**config.mk**
```make
export PLATFORM = sky130hd
export DESIGN_NAME = pt_walker
export DESIGN_NICKNAME = d
export VERILOG_FILES = /design/src/rtl/pt_walker_pkg.sv /design/src/rtl/pt_entry_view.sv /design/src/rtl/pt_addr_gen.sv /design/src/rtl/pt_walker.sv
export SDC_FILE = /design/constraint.sdc
export NUM_CORES = 1
export LEC_CHECK = 0
export ABC_AREA = 1
export BUFFER_PORTS_ARGS = -buffer_cell sky130_fd_sc_hd__buf_4
export CAP_MARGIN = 20
export CORE_UTILIZATION = 49
export DETAILED_ROUTE_END_ITERATION = 10
export GPL_ROUTABILITY_DRIVEN = 0
export GPL_TIMING_DRIVEN = 0
export HOLD_SLACK_MARGIN = 0.02
export PLACE_DENSITY = 0.8
export SYNTH_ARGS = -nofsm -noshare
export SYNTH_HDL_FRONTEND = slang
export SYNTH_SLANG_ARGS = --single-unit
export TNS_END_PERCENT = 5
```
**constraint.sdc**
```tcl
create_clock -name clk -period 1.91 [get_ports clk]
set_input_delay 0.382 -clock clk [delete_from_list [all_inputs] [get_ports clk]]
set_output_delay 0.382 -clock clk [all_outputs]
set_load 0.03 [all_outputs]
```
**src/rtl/pt_walker_pkg.sv**
```systemverilog
package pt_walker_pkg;

  // Flag positions inside a 32-bit translation entry.
  localparam int unsigned FLG_PRESENT  = 0;
  localparam int unsigned FLG_WRITABLE = 1;
  localparam int unsigned FLG_USER     = 2;
  localparam int unsigned FLG_ACCESSED = 5;
  localparam int unsigned FLG_DIRTY    = 6;
  localparam int unsigned FLG_BIG      = 7;

  typedef enum logic [3:0] {
    ST_IDLE,
    ST_DIR_RD,
    ST_DIR_WAIT,
    ST_DIR_CHK,
    ST_DIR_WB,
    ST_TBL_RD,
    ST_TBL_WAIT,
    ST_TBL_CHK,
    ST_TBL_WB,
    ST_FIN
  } walk_st_e;

  typedef struct packed {
    logic present;
    logic writable;
    logic user;
    logic big;
  } ent_flags_t;

endpackage

```
**src/rtl/pt_entry_view.sv**
```systemverilog
// Decodes one fetched entry and forms its usage-flag write-back word.
module pt_entry_view
  import pt_walker_pkg::*;
#(
  parameter int unsigned ENT_W = 32
) (
  input  logic [ENT_W-1:0] ent_i,
  input  logic             want_dirty_i,
  output ent_flags_t       flags_o,
  output logic [ENT_W-1:0] upd_o,
  output logic             wb_need_o
);

  logic [ENT_W-1:0] set_mask;

  always_comb begin
    flags_o.present  = ent_i[FLG_PRESENT];
    flags_o.writable = ent_i[FLG_WRITABLE];
    flags_o.user     = ent_i[FLG_USER];
    flags_o.big      = ent_i[FLG_BIG];

    set_mask               = '0;
    set_mask[FLG_ACCESSED] = 1'b1;
    set_mask[FLG_DIRTY]    = want_dirty_i;

    upd_o     = ent_i | set_mask;
    wb_need_o = (upd_o != ent_i);
  end

endmodule

```
**src/rtl/pt_addr_gen.sv**
```systemverilog
// Entry address and physical address formation for both levels.
// Geometry requires ADDR_W == 2*IDX_W + OFF_W and OFF_W > IDX_W.
module pt_addr_gen #(
  parameter int unsigned ADDR_W = 32,
  parameter int unsigned IDX_W  = 10,
  parameter int unsigned OFF_W  = 12
) (
  input  logic [ADDR_W-OFF_W-1:0] dir_frame_i,
  input  logic [ADDR_W-OFF_W-1:0] tbl_frame_i,
  input  logic [ADDR_W-OFF_W-1:0] ent_frame_i,
  input  logic [ADDR_W-1:0]       lin_i,
  input  logic                    level_tbl_i,
  output logic [ADDR_W-1:0]       ent_addr_o,
  output logic [ADDR_W-1:0]       phys_small_o,
  output logic [ADDR_W-1:0]       phys_big_o
);

  localparam int unsigned BIG_W  = IDX_W + OFF_W;
  localparam int unsigned SLOT_W = OFF_W - IDX_W;
  localparam int unsigned HI_W   = ADDR_W - BIG_W;

  logic [ADDR_W-1:0] dir_addr;
  logic [ADDR_W-1:0] tbl_addr;

  assign dir_addr = {dir_frame_i, lin_i[ADDR_W-1 -: IDX_W], {SLOT_W{1'b0}}};
  assign tbl_addr = {tbl_frame_i, lin_i[BIG_W-1 -: IDX_W], {SLOT_W{1'b0}}};

  assign ent_addr_o   = level_tbl_i ? tbl_addr : dir_addr;
  assign phys_small_o = {ent_frame_i, lin_i[OFF_W-1:0]};
  assign phys_big_o   = {ent_frame_i[ADDR_W-OFF_W-1 -: HI_W], lin_i[BIG_W-1:0]};

endmodule

```
**src/rtl/pt_walker.sv**
```systemverilog
module pt_walker
  import pt_walker_pkg::*;
#(
  parameter int unsigned ADDR_W = 32,
  parameter int unsigned IDX_W  = 10,
  parameter int unsigned OFF_W  = 12
) (
  input  logic              clk,
  input  logic              rst_n,
  input  logic              req_valid,
  output logic              req_ready,
  input  logic [ADDR_W-1:0] req_lin_addr,
  input  logic              req_write,
  input  logic [ADDR_W-1:0] dir_base,
  input  logic              large_en,
  output logic              rsp_valid,
  output logic [ADDR_W-1:0] rsp_phys,
  output logic              rsp_fault,
  output logic              rsp_user,
  output logic              rsp_rw,
  output logic              rsp_large,
  output logic              mem_req_valid,
  input  logic              mem_req_ready,
  output logic              mem_req_we,
  output logic [ADDR_W-1:0] mem_req_addr,
  output logic [ADDR_W-1:0] mem_req_wdata,
  input  logic              mem_rsp_valid,
  input  logic [ADDR_W-1:0] mem_rsp_rdata
);

  localparam int unsigned FRAME_W = ADDR_W - OFF_W;
  localparam int unsigned BIG_W   = IDX_W + OFF_W;

  walk_st_e          st_q;
  logic [ADDR_W-1:0] lin_q;
  logic [ADDR_W-1:0] ent_q;
  logic [FRAME_W-1:0] base_q;
  logic [FRAME_W-1:0] tbl_q;
  logic              wr_q;
  logic              big_en_q;
  logic              pu_q;
  logic              prw_q;
  logic [ADDR_W-1:0] res_phys_q;
  logic              res_fault_q;
  logic              res_user_q;
  logic              res_rw_q;
  logic              res_big_q;

  logic              base_low_unused;
  assign base_low_unused = ^dir_base[OFF_W-1:0];

  ent_flags_t        fl;
  logic [ADDR_W-1:0] upd_w;
  logic              wb_need_w;
  logic [ADDR_W-1:0] ent_addr_w;
  logic [ADDR_W-1:0] ps_w;
  logic [ADDR_W-1:0] pb_w;
  logic              at_tbl;
  logic              dir_go;
  logic              tbl_go;

  assign at_tbl = (st_q == ST_TBL_RD) || (st_q == ST_TBL_WAIT) ||
                  (st_q == ST_TBL_CHK) || (st_q == ST_TBL_WB);

  pt_entry_view #(.ENT_W(ADDR_W)) u_view (
    .ent_i        (ent_q),
    .want_dirty_i (at_tbl & wr_q),
    .flags_o      (fl),
    .upd_o        (upd_w),
    .wb_need_o    (wb_need_w)
  );

  pt_addr_gen #(.ADDR_W(ADDR_W), .IDX_W(IDX_W), .OFF_W(OFF_W)) u_addr (
    .dir_frame_i  (base_q),
    .tbl_frame_i  (tbl_q),
    .ent_frame_i  (ent_q[ADDR_W-1:OFF_W]),
    .lin_i        (lin_q),
    .level_tbl_i  (at_tbl),
    .ent_addr_o   (ent_addr_w),
    .phys_small_o (ps_w),
    .phys_big_o   (pb_w)
  );

  // A level is finished when its entry is present and either needs no
  // write-back or the write-back has just been accepted.
  assign dir_go = ((st_q == ST_DIR_CHK) && fl.present && !wb_need_w) ||
                  ((st_q == ST_DIR_WB) && mem_req_ready);
  assign tbl_go = ((st_q == ST_TBL_CHK) && fl.present && !wb_need_w) ||
                  ((st_q == ST_TBL_WB) && mem_req_ready);

  always_ff @(posedge clk or negedge rst_n) begin
    if (!rst_n) begin
      st_q        <= ST_IDLE;
      lin_q       <= '0;
      ent_q       <= '0;
      base_q      <= '0;
      tbl_q       <= '0;
      wr_q        <= 1'b0;
      big_en_q    <= 1'b0;
      pu_q        <= 1'b0;
      prw_q       <= 1'b0;
      res_phys_q  <= '0;
      res_fault_q <= 1'b0;
      res_user_q  <= 1'b0;
      res_rw_q    <= 1'b0;
      res_big_q   <= 1'b0;
    end else begin
      case (st_q)
        ST_IDLE: begin
          if (req_valid) begin
            lin_q    <= req_lin_addr;
            wr_q     <= req_write;
            base_q   <= dir_base[ADDR_W-1:OFF_W];
            big_en_q <= large_en;
            st_q     <= ST_DIR_RD;
          end
        end
        ST_DIR_RD:   if (mem_req_ready) st_q <= ST_DIR_WAIT;
        ST_DIR_WAIT: begin
          if (mem_rsp_valid) begin
            ent_q <= mem_rsp_rdata;
            st_q  <= ST_DIR_CHK;
          end
        end
        ST_DIR_CHK: begin
          if (!fl.present) begin
            res_phys_q  <= '0;
            res_fault_q <= 1'b1;
            res_user_q  <= 1'b0;
            res_rw_q    <= 1'b0;
            res_big_q   <= 1'b0;
            st_q        <= ST_FIN;
          end else if (wb_need_w) begin
            st_q <= ST_DIR_WB;
          end
        end
        ST_DIR_WB:   ;
        ST_TBL_RD:   if (mem_req_ready) st_q <= ST_TBL_WAIT;
        ST_TBL_WAIT: begin
          if (mem_rsp_valid) begin
            ent_q <= mem_rsp_rdata;
            st_q  <= ST_TBL_CHK;
          end
        end
        ST_TBL_CHK: begin
          if (!fl.present) begin
            res_phys_q  <= '0;
            res_fault_q <= 1'b1;
            res_user_q  <= 1'b0;
            res_rw_q    <= 1'b0;
            res_big_q   <= 1'b0;
            st_q        <= ST_FIN;
          end else if (wb_need_w) begin
            st_q <= ST_TBL_WB;
          end
        end
        ST_TBL_WB:   ;
        ST_FIN:      st_q <= ST_IDLE;
        default:     st_q <= ST_IDLE;
      endcase

      if (dir_go) begin
        if (fl.big && big_en_q) begin
          res_phys_q  <= pb_w;
          res_fault_q <= 1'b0;
          res_user_q  <= fl.user;
          res_rw_q    <= fl.writable;
          res_big_q   <= 1'b1;
          st_q        <= ST_FIN;
        end else begin
          tbl_q <= ent_q[ADDR_W-1:OFF_W];
          pu_q  <= fl.user;
          prw_q <= fl.writable;
          st_q  <= ST_TBL_RD;
        end
      end

      if (tbl_go) begin
        res_phys_q  <= ps_w;
        res_fault_q <= 1'b0;
        res_user_q  <= pu_q & fl.user;
        res_rw_q    <= prw_q & fl.writable;
        res_big_q   <= 1'b0;
        st_q        <= ST_FIN;
      end
    end
  end

  assign req_ready     = (st_q == ST_IDLE);
  assign rsp_valid     = (st_q == ST_FIN);
  assign rsp_phys      = res_phys_q;
  assign rsp_fault     = res_fault_q;
  assign rsp_user      = res_user_q;
  assign rsp_rw        = res_rw_q;
  assign rsp_large     = res_big_q;

  assign mem_req_valid = (st_q == ST_DIR_RD) || (st_q == ST_DIR_WB) ||
                         (st_q == ST_TBL_RD) || (st_q == ST_TBL_WB);
  assign mem_req_we    = (st_q == ST_DIR_WB) || (st_q == ST_TBL_WB);
  assign mem_req_addr  = ent_addr_w;
  assign mem_req_wdata = upd_w;

  // ---------------- assertions ----------------
  logic [ADDR_W-1:0] usage_mask;
  always_comb begin
    usage_mask               = '0;
    usage_mask[FLG_ACCESSED] = 1'b1;
    usage_mask[FLG_DIRTY]    = 1'b1;
  end

  assert_req_hold_R9: assert property (@(posedge clk) disable iff (!rst_n)
    mem_req_valid && !mem_req_ready |=>
      mem_req_valid && $stable(mem_req_addr) && $stable(mem_req_we) &&
      $stable(mem_req_wdata));

  assert_rsp_in_wait_R9: assert property (@(posedge clk) disable iff (!rst_n)
    mem_rsp_valid |-> (st_q == ST_DIR_WAIT) || (st_q == ST_TBL_WAIT));

  assert_done_pulse_R10: assert property (@(posedge clk) disable iff (!rst_n)
    rsp_valid |=> !rsp_valid);

  assert_fault_clean_R4: assert property (@(posedge clk) disable iff (!rst_n)
    rsp_valid && rsp_fault |-> rsp_phys == '0 && !rsp_user && !rsp_rw && !rsp_large);

  assert_big_offset_R3: assert property (@(posedge clk) disable iff (!rst_n)
    rsp_valid && rsp_large |-> rsp_phys[BIG_W-1:0] == lin_q[BIG_W-1:0]);

  assert_small_offset_R2: assert property (@(posedge clk) disable iff (!rst_n)
    rsp_valid && !rsp_fault && !rsp_large |-> rsp_phys[OFF_W-1:0] == lin_q[OFF_W-1:0]);

  assert_wb_only_usage_R8: assert property (@(posedge clk) disable iff (!rst_n)
    mem_req_valid && mem_req_we |->
      ((mem_req_wdata ^ ent_q) & ~usage_mask) == '0 && mem_req_wdata[FLG_ACCESSED]);

endmodule

```
---- After elaboration in Yosys (flattened, before gate mapping) ----
Index checks and enable logic that the tools add are counted.
word-level totals
  register bits after elaboration ......... 148
  word-level logic and storage cells ...... 101
  output and inout port bits .............. 104
  input port bits ......................... 103
operators by class
  reduce and logical (&&, ||, !) cells .... 25
  equal/unequal tests ..................... 18
  multiplexer cells ....................... 39
  bitwise logic cells ..................... 5
operators with widths
  cell                                                                      number
  32-bit 2-to-1 mux                                                         6
  4-bit 2-to-1 mux                                                          12
  32-bit inequality test                                                    1
  32-bit by 7-bit bitwise OR with 32-bit output                             1
  4-bit one-hot mux with 8 select lines                                     1
  1-bit 2-to-1 mux                                                          20
  4-bit by 3-bit == test with 1-bit output (second input constant)          4
  4-bit inequality test (second input constant)                             4
  5-bit inequality test (second input constant)                             2
  1-bit logical OR                                                          9
  4-bit by 2-bit == test with 1-bit output (second input constant)          2
  4-bit == test (second input constant)                                     2
  8-bit AND reduction                                                       1
  1-bit logical AND                                                         7
  2-bit AND reduction                                                       3
  2-bit OR reduction                                                        3
  4-bit by 1-bit == test with 1-bit output (second input constant)          1
  4-bit zero test                                                           1
  4-bit by 2-bit inequality test with 1-bit output (second input constant)  1
  1-bit bitwise AND                                                         3
  3-bit by 1-bit inequality test with 1-bit output (second input constant)  1
  1-bit zero test                                                           1
  1-bit NOT                                                                 1

---- Longest topological paths before layout ----
Gate-level depths: netlist of run 1.
  depth in word-level cells ............... 12
  gate-level depth with buffers ........... 13
  gate-level depth less buffers ........... 12

---- Modules after synthesis ----
Synthesis of run 1 repeated with hierarchy kept, for this count alone.
second synthesis, totals
  cells, all modules ...................... 981
  area, all modules ....................... 7778.7 µm²
modules (own cells, without submodules)
  module         seq. area each (µm²)  area each (µm²)  instances  cells an instance
  pt_walker      3703.6                6623.9           1          777
  pt_addr_gen    0.0                   870.8            1          164
  pt_entry_view  0.0                   284.0            1          40

---- Worst setup path after synthesis of run 1 ----
OpenSTA, ideal clock, no wires.
  path type ............................... register to output
  start ................................... register st_q[3]
  end ..................................... output port mem_req_addr[10]
  stages on the path, launching flop included .. 10
  arrival time ............................ 1.385 ns
  slack ................................... 0.143 ns
  cells stage by stage .................... dfrtp_1 > buf_6 > inv_2 > nor2_2 > nand2_1 > nand2_2 > inv_1 > clkbuf_1 > nand2_1 > nand2_1
between the ends
  cells in the longest elaborated chain, start to end .. 5
  elaborated cells on any way between the ends .. 8
  classes of those cells .................. eq/ne (4); mux (1); reduce/logical (3)
RTL lines
  element                                   line               RTL
  start: declaration                        pt_walker.sv:34    walk_st_e st_q;
  start signal: assignment                  pt_walker.sv:93    st_q <= ST_IDLE;
  start signal: assignment                  pt_walker.sv:115   st_q <= ST_DIR_RD;
  start signal: assignment                  pt_walker.sv:118   ST_DIR_RD: if (mem_req_ready) st_q <= ST_DIR_WAIT;
  4-bit by 3-bit == test with 1-bit output  pt_walker.sv:62    assign at_tbl = (st_q == ST_TBL_RD) || (st_q == ST_TBL_WAIT) ||
  1-bit logical OR (2 in a row)             pt_walker.sv:62
  1-bit logical OR *                        pt_walker.sv:63    (st_q == ST_TBL_CHK) || (st_q == ST_TBL_WB);
  32-bit 2-to-1 mux *                       pt_addr_gen.sv:28  assign ent_addr_o = level_tbl_i ? tbl_addr : dir_addr;
  end: declaration                          pt_walker.sv:25    output logic [ADDR_W-1:0] mem_req_addr,
Every way passes the cells marked *; elsewhere a longest branch is shown, timed or not.

---- Worst setup path after layout of run 1 ----
  start ................................... register st_q[2]
  end ..................................... output port mem_req_addr[30]
The elaborated chain is that of the path after synthesis.

==> flow_summary.ini, run 1 <==
[setup_path]
critical_path_class = flip-flop to output pin
slowest_delay_ns = 0.46
r2r_start = st_q[2]$_DFFE_PN0P_
cp_common_cell = nand2_4
crit_chain = inv_2, nor2_4, nand2_4, nand2_8, inv_12, clkbuf_16, nand2_4, nand2_2, buf_6
r2r_end = tbl_q[18]$_DFFE_PN0P_
crit_family = buffers and inverters
crit_path_start_kind = flip-flop
ff2ff_path_depth = 13
critPathRequiredTime_ns = 1.53
r2r_slack_ns = -0.02
path_max_fanout = 6
crit_path_end_kind = output pin
crit_arrival_ns = 1.77
critPathBufInv = 4
crit_slowest_cell = dfrtp_2

[sta]
maxSlewViolCount = 0
slew_headroom = 0.603
setup_ws_ns = -0.237
rsz0062_at_grt = true
fin_crit_ns = 2.15
post-route-period-util = 1.12
max_freq_ghz = 0.466
finalSetupViolations = 40
skew_ns = 0.00823
hold_viol_final = 0
tightest_slew_ns = 0.596

[worst_hold_path]
hp-start = req_lin_addr[10]
hold_end = lin_q[10]$_DFFE_PN0P_
hold_class = input pin to flip-flop
holdPathStages = 2

[synth]
syn_area_um2 = 6820
syn_avg_cell_area_um2 = 9.56
synth-seq-cells = 148
synth_cell_types = 26
seq_area_frac_synth = 0.543
yosys_warnings = 0
syn_inst = 713

[clock_tree]
cts_tree = built
path_clk_slew_ns = 0.06
clockRootBuffer = clkbuf_16
cts_sinks = 148
clk_latency_ns = 0.42
clockBufferDepth = 2
cts_buffers = 17
htree_levels = 4

[final_layout]
area_delta_synth_final_pct = 42.2
fin_nets = 1040
drive_above_1_share = 0.469
instances_no_fill = 1126
fill_cells = 975
antennaDiodeCount = 0
layout_commonest_cell = nand2_1
final_cell_mix = 222 x nand2_1, 204 x buf_4, 146 x dfrtp_1

[detailed_routing]
drt-initial-drc-count = 311
dr.pass1.iters = 5
wl_um = 18800
postRouteAntennaNets = 0
vias = 5777
drcViolationCount = 0
routedWlPerCell_um = 16.7
viasPerCell = 5.13

[global_route]
grt_max_degree = 86
overflow = 0
grt_pass1_wl_um = 30000
antenna_found_initial = 0
groute.usage.overall = 0.277
grt_pass1_vias = 5880

[die]
rows = 42
dieArea_um2 = 14400
pin_count = 207
dieWidth_um = 120
initial_core_util = 0.509
die_h_um = 120
coreArea_um2 = 13400

[placement]
pre_cts_slack_ns = -0.258
hpwl_um = 12600
io_buffers = 191
placed_cells = 1082

[run_status]
violations = negative setup slack
status = finished with violations

[pwr]
powerDensity_nw_per_um2 = 1990
p_leak_nw = 4.94
max-vdd-ir-drop_v = 0.00122

[flow_run]
drv_cap = 0
==> registers in the layout, indices dropped and copies added (netlist names) <==
register	cells
tbl_q	20
lin_q	32
pu_q	1
rsp_fault	1
ent_q	32
rsp_large	1
wr_q	1
rsp_user	1
st_q	4
base_q	20
rsp_rw	1
big_en_q	1
rsp_phys	32
prw_q	1
==> repair_timing <==
| item | 4_1_cts | 5_1_grt |
|---|---|---|
| setup buffers | 6 | 3 |
| cloned | 3 | 0 |
| hold buffers | 1 | 0 |
| endpoints found under the hold margin | 63 | 0 |
| setup endpoints to repair | 45 | 143 |
| pin swaps | 15 | 10 |
| resized for setup | 101 | 46 |
==> per-stage QoR <==
| stage | area [um^2] | util | power (mW) | hold slack, ns | TNS [ns] |
|---|---|---|---|---|---|
| 3_5_place_dp | 8510 | 0.635 | 14.5 | 0.413 | -6.08 |
| 6_report | 9700 | 0.724 | 19.2 | 0.187 | -6.62 |
| 3_3_place_gp | 8470 | 0.632 | 14.3 | 0.453 | -40.06 |
| 5_1_grt | 9700 | 0.724 | 20.3 | 0.176 | -10.43 |
| 2_1_floorplan | 6820 | - | 11.4 | 0.0864 | 0 |
| 4_1_cts | 9580 | 0.715 | 19.0 | 0.174 | -6.72 |
==> worst register-to-register path, cell delays in order (launching register included) <==
cell and delay (ns):
dfrtp_2 0.46, inv_2 0.11, nor2_4 0.04, nand2_4 0.09
nand2_8 0.11, buf_4 0.16, nand3_2 0.09, nand3_2 0.12
nand2_4 0.12, nand2_1 0.10, buf_6 0.18, buf_6 0.14
nand2_1 0.07, nand2_1 0.05
==> routing by layer <==
metal	global-route usage	up-vias	share of wire
met4	0.130	0	0.027
li1	-	2708	-
met3	0.0803	38	0.079
met1	0.345	2785	0.40
met2	0.443	246	0.50
met5	0	-	0
==> where the power goes <==
group | internal, mW | total [mW] | switching [mW]
Combinational | 4.44 | 10.0 | 5.58
Sequential | 4.63 | 5.79 | 1.16
Clock | 2.13 | 3.43 | 1.30
Total | 11.2 | 19.2 | 8.05
==> cell type report <==
type | count | area [um^2] | area share
inverter | 26 | 115 | 0.0119
clock inverter | 12 | 153 | 0.0157
tap | 176 | 220 | 0.0227
clock buffer | 20 | 457 | 0.0471
timing repair buffer | 205 | 1710 | 0.176
multi-input combinational | 472 | 2750 | 0.284
buffer | 67 | 583 | 0.0601
sequential | 148 | 3710 | 0.382
==> cells in the mapped netlist (all sizes together) <==
library cell,n,area share
conb,2,0.0011
nand3,32,0.026
o21ai,51,0.039
nor2,27,0.016
mux2,77,0.13
nor3,5,0.0044
buf,56,0.061
inv,26,0.015
dfrtp,148,0.54
nand2,266,0.15
or3,1,0.00092
a21oi,10,0.0073
clkbuf,12,0.0066
==> how the worst max path moves through the flow <==
stage                         from  cells after the start              endpoint
2_1_floorplan  st_q[3]$_DFFE_PN0P_                      9      mem_req_addr[10]
5_1_grt        st_q[2]$_DFFE_PN0P_                      9      mem_req_addr[22]
4_1_cts        st_q[3]$_DFFE_PN0P_                     10      mem_req_addr[30]
3_3_place_gp                 rst_n                      1  ent_q[4]$_DFFE_PN0P_
3_5_place_dp   st_q[3]$_DFFE_PN0P_                     10      mem_req_addr[22]
6_report       st_q[2]$_DFFE_PN0P_                      9      mem_req_addr[30]
==> cell families after synthesis <==
group	share of synthesized area
AND/OR/NAND/NOR	0.200
flip-flops	0.543
buffers and inverters	0.0820
multiplexers	0.127
AO/OA/AOI/OAI	0.0464
other	0.00110
(Power assumes the default switching activity.)
==> inputs of run 2 (changes only) <==
--- a/config.mk
+++ b/config.mk
@@ -6,6 +6,7 @@
 export NUM_CORES = 1
 export LEC_CHECK = 0
 export ABC_AREA = 1
+export ABC_CLOCK_PERIOD_IN_PS = 2100
 export BUFFER_PORTS_ARGS = -buffer_cell sky130_fd_sc_hd__buf_4
 export CAP_MARGIN = 20
 export CORE_UTILIZATION = 49
==> constraint.sdc (replaced) <==
create_clock -name clk -period 2.1 [get_ports clk]
set_input_delay 0.42 -clock clk [delete_from_list [all_inputs] [get_ports clk]]
set_output_delay 0.42 -clock clk [all_outputs]
set_load 0.03 [all_outputs]
==> flow_summary.ini, run 2 (same netlist as run 1, synthesis figures left out) <==
[final_layout]
fill_cells = 987
fin_util = 0.718
seq_area_um2 = 3700
drive_above_1_share = 0.457
fin_nets = 1039
antennaDiodeCount = 0
area_delta_synth_final_pct = 41.2
multi_input_area_um2 = 2720
layout_commonest_cell = nand2_1
final_cell_mix = 226 x nand2_1, 202 x buf_4, 147 x dfrtp_1

[setup_path]
startpoint = st_q[1]$_DFFE_PN0P_
crit_path_end_kind = output pin
crit_arrival_ns = 1.77
path_max_fanout = 6
r2r_slack_ns = 0.15
critical_path_class = flip-flop to output pin
crit_path_start_kind = flip-flop
crit_chain = inv_2, nand2_4, nand2_4, nand2_8, inv_12, clkbuf_16, nand2_2, nand2_2, buf_6
r2r_start = st_q[1]$_DFFE_PN0P_
slowest_delay_ns = 0.43
crit_slowest_cell = dfrtp_1
critPathRequiredTime_ns = 1.68

[worst_hold_path]
hp-start = dir_base[23]
hold_class = input pin to flip-flop

[pwr]
powerDensity_nw_per_um2 = 1810
p_leak_nw = 4.91
power_mw = 17.4
max-vdd-ir-drop_v = 0.00111

[clock_tree]
clockBufferDepth = 2
htree_levels = 4
clk_latency_ns = 0.42
cts_tree = built
clockRootBuffer = clkbuf_16
cts_sinks = 148
cts_buffers = 17
path_clk_slew_ns = 0.06

[sta]
setup_ws_ns = -0.0872
slew_headroom = 0.599
max_freq_ghz = 0.457
fin_crit_ns = 2.19
tightest_slew_ns = 0.601
hold_viol_final = 0
finalSetupViolations = 31
post-route-period-util = 1.04
rsz0062_at_grt = true
maxSlewViolCount = 0
skew_ns = 0.00730
fin_tns_setup_ns = -1.73

[flow_run]
drv_cap = 0

[detailed_routing]
drt-initial-drc-count = 364
wl_um = 18800
viasPerCell = 5.16
routedWlPerCell_um = 16.8
vias = 5810
drcViolationCount = 0
postRouteAntennaNets = 0
dr.pass1.iters = 4

[global_route]
grt_pass1_wl_um = 30000
overflow = 0
grt_max_degree = 86
antenna_found_initial = 0
grt_pass1_vias = 5877
groute.usage.overall = 0.277

[die]
dieWidth_um = 120
pin_count = 207
coreArea_um2 = 13400
dieArea_um2 = 14400
rows = 42
die_h_um = 120
initial_core_util = 0.509

[run_status]
status = finished with violations
violations = negative setup slack

[placement]
io_buffers = 191
pre_cts_slack_ns = -0.106
hpwl_um = 12600
[run 2: cell count changes in the layout (fill, tap and decap cells not counted), moves of 2 or more]
| cell | delta |
|---|---|
| buf_2 | +2 |
| buf_4 | -2 |
| buf_8 | -3 |
| clkbuf_1 | +5 |
| clkbuf_2 | -4 |
| clkbuf_8 | +2 |
| nand2_1 | +4 |
| nand2_4 | -5 |
| o21ai_0 | +2 |
| o21ai_1 | -2 |
[run 2: worst paths after layout]
kind                                          end  cells past startpoint
max                              mem_req_addr[19]                      9
min                        base_q[11]$_DFFE_PN0P_                      2
max reg2reg                 tbl_q[18]$_DFFE_PN0P_                     12
min reg2reg                 tbl_q[12]$_DFFE_PN0P_                      2
max in group asynchronous     st_q[2]$_DFFE_PN0P_                      3
min in group asynchronous   ent_q[10]$_DFFE_PN0P_                      2
[run 2: layout make-up]
class                      count  area share
buffer                        68      0.0590
clock buffer                  20      0.0474
clock inverter                12      0.0159
inverter                      26      0.0120
multi-input combinational    472       0.282
sequential                   148       0.385
tap                          176      0.0229
timing repair buffer         203       0.176
[run 2: stage by stage]
stage,instances,instance area (um^2),hold WS (ns)
floorplan,714,6820,0.124
global placement,1081,8470,0.453
detailed placement,1082,8510,0.451
CTS,1124,9570,0.212
global route,1125,9630,0.214
finish,1125,9630,0.227
[run 2: report_power, final]
group	switching (mW)	leakage, nW	total [mW]	internal, mW
sequential	1.02	1.81	5.24	4.21
clock	1.19	0.301	3.12	1.93
combinational	5.06	2.80	9.02	3.96
total	7.27	4.91	17.4	10.1
[run 2: worst max-delay path: cells and delay by family, from the launching register on]
kind | cells | cell delay (ns)
buf+inv | 4 | 0.51
flops | 1 | 0.43
simple gates | 5 | 0.39
[run 2: repair_timing]
item / CTS / global route
cloned: 3 / 0
hold endpoints to repair: 63 / 0
hold buffers: 1 / 0
pin swaps: 15 / 6
endpoints found under the setup margin: 32 / 58
setup buffers: 6 / 1
resized for setup: 97 / 19
[run 2: metal layers]
layer  vias up  wire length (um)  GRT usage
li1       2704                 -          -
met1      2813              7450      0.344
met2       250              9220      0.443
met3        43              1620     0.0803
met4         0               561      0.130
met5         -                 0          0
==> inputs of run 3 (changes only) <==
--- a/config.mk
+++ b/config.mk
@@ -15,6 +15,7 @@
 export GPL_TIMING_DRIVEN = 0
 export HOLD_SLACK_MARGIN = 0.02
 export PLACE_DENSITY = 0.8
+export SETUP_SLACK_MARGIN = 0.2
 export SYNTH_ARGS = -nofsm -noshare
 export SYNTH_HDL_FRONTEND = slang
 export SYNTH_SLANG_ARGS = --single-unit
==> flow_summary.ini, run 3 (same netlist as run 1, synthesis figures left out) <==
[run_status]
status = finished with violations
violations = negative setup slack

[sta]
slew_headroom = 0.603
setup_ws_ns = -0.0840
skew_ns = 0.00862
tightest_slew_ns = 0.596
finalSetupViolations = 30
fin_crit_ns = 2.18
hold_viol_final = 0
whs_ns = 0.227
post-route-period-util = 1.04
rsz0062_at_grt = true
maxSlewViolCount = 0
max_freq_ghz = 0.458

[setup_path]
path_max_fanout = 6
crit_path_end_kind = output pin
crit_path_start_kind = flip-flop
r2r_start = st_q[2]$_DFFE_PN0P_
critical_path_class = flip-flop to output pin
crit_arrival_ns = 1.76
startpoint = st_q[2]$_DFFE_PN0P_
critPathRequiredTime_ns = 1.68

[detailed_routing]
drcViolationCount = 0
vias = 5887
drt-initial-drc-count = 343
postRouteAntennaNets = 0
viasPerCell = 5.23
routedWlPerCell_um = 17.1
dr.pass1.iters = 4
wl_um = 19200

[final_layout]
final_cell_mix = 216 x nand2_1, 201 x buf_4, 147 x dfrtp_1
drive_above_1_share = 0.478
fill_cells = 962
area_delta_synth_final_pct = 44.1
instances_no_fill = 1126
layout_commonest_cell = nand2_1
fin_util = 0.733
fin_nets = 1040
fin_area_um2 = 9820
antennaDiodeCount = 0

[clock_tree]
cts_buffers = 17
htree_levels = 4
path_clk_slew_ns = 0.06
clockRootBuffer = clkbuf_16
clockBufferDepth = 2
cts_tree = built
cts_sinks = 148
clk_latency_ns = 0.42

[pwr]
seqPwrFrac = 0.298
pwr-share-clk = 0.176
powerDensity_nw_per_um2 = 1810
p_comb_frac = 0.526
swShare = 0.420
power.internal_mw = 10.3
p_switching_mw = 7.45
p_leak_nw = 4.96
max-vdd-ir-drop_v = 0.00111

[placement]
placed_area_um2 = 8510
pre_cts_slack_ns = -0.106
placed_cells = 1082
hpwl_um = 12600
io_buffers = 191

[die]
coreArea_um2 = 13400
dieWidth_um = 120
initial_core_util = 0.509
pin_count = 207
die_h_um = 120
dieArea_um2 = 14400
rows = 42

[worst_hold_path]
hp-start = dir_base[23]
hold_class = input pin to flip-flop

[global_route]
antenna_found_initial = 0
grt_pass1_vias = 5893
groute.usage.overall = 0.278
grt_pass1_wl_um = 30100
overflow = 0
grt_max_degree = 86

[flow_run]
drv_cap = 0
[run 3: timing repair]
item / in CTS / in global routing
setup endpoints to repair: 54 / 145
setup buffers: 6 / 2
pin swaps: 16 / 16
endpoints found under the hold margin: 63 / 0
gates cloned: 3 / 0
hold buffers: 1 / 0
gates resized for setup: 105 / 80
[run 3: power by group through the flow]
stage	Clock, mW	Sequential, mW	Combinational [mW]
2_1_floorplan	0	5.44	4.90
3_3_place_gp	0	5.15	7.84
3_5_place_dp	0	5.19	7.99
4_1_cts	3.16	5.21	8.93
5_1_grt	3.28	5.45	9.94
6_report	3.12	5.29	9.33
[run 3: layer usage]
metal | vias up | share of wire | GRT usage
met5 | - | 0 | 0
met4 | 0 | 0.034 | 0.130
met3 | 51 | 0.077 | 0.0803
met2 | 268 | 0.49 | 0.445
met1 | 2856 | 0.40 | 0.346
li1 | 2712 | - | -
[run 3: cell type report]
cell class	instances	area (um^2)	share of cell area
Buffer	68	629	0.0641
Clock buffer	20	457	0.0465
Clock inverter	12	153	0.0155
Inverter	26	123	0.0125
Multi-Input combinational cell	472	2830	0.288
Sequential cell	148	3700	0.377
Tap cell	176	220	0.0224
Timing Repair Buffer	204	1710	0.174
[run 3: final timing paths]
path | depth (start not counted) | end | slack, ns
max in group asynchronous | 3 | st_q[2]$_DFFE_PN0P_ | 0.67
setup / recovery | 9 | mem_req_addr[20] | -0.08
hold reg to reg | 2 | tbl_q[5]$_DFFE_PN0P_ | 0.47
hold / removal | 2 | base_q[11]$_DFFE_PN0P_ | 0.23
min in group asynchronous | 2 | ent_q[10]$_DFFE_PN0P_ | 0.58
setup reg to reg | 13 | st_q[3]$_DFFE_PN0P_ | 0.16
[run 3: metrics by stage]
step / total power, mW / setup TNS (ns)
finish: 17.7 / -1.67
global route: 18.7 / -3.57
CTS: 17.3 / -1.73
detailed placement: 13.2 / -1.42
global placement: 13.0 / -13.06
floorplan: 10.3 / 0
[run 3: critical path: stages, from the launching register on]
cell       delay, ns
dfrtp_2         0.46
inv_4           0.07
nor2_4          0.10
nand2_4         0.07
nand2_8         0.14
inv_12          0.07
clkbuf_16       0.17
nand2_2         0.06
nand2_2         0.06
buf_6           0.14
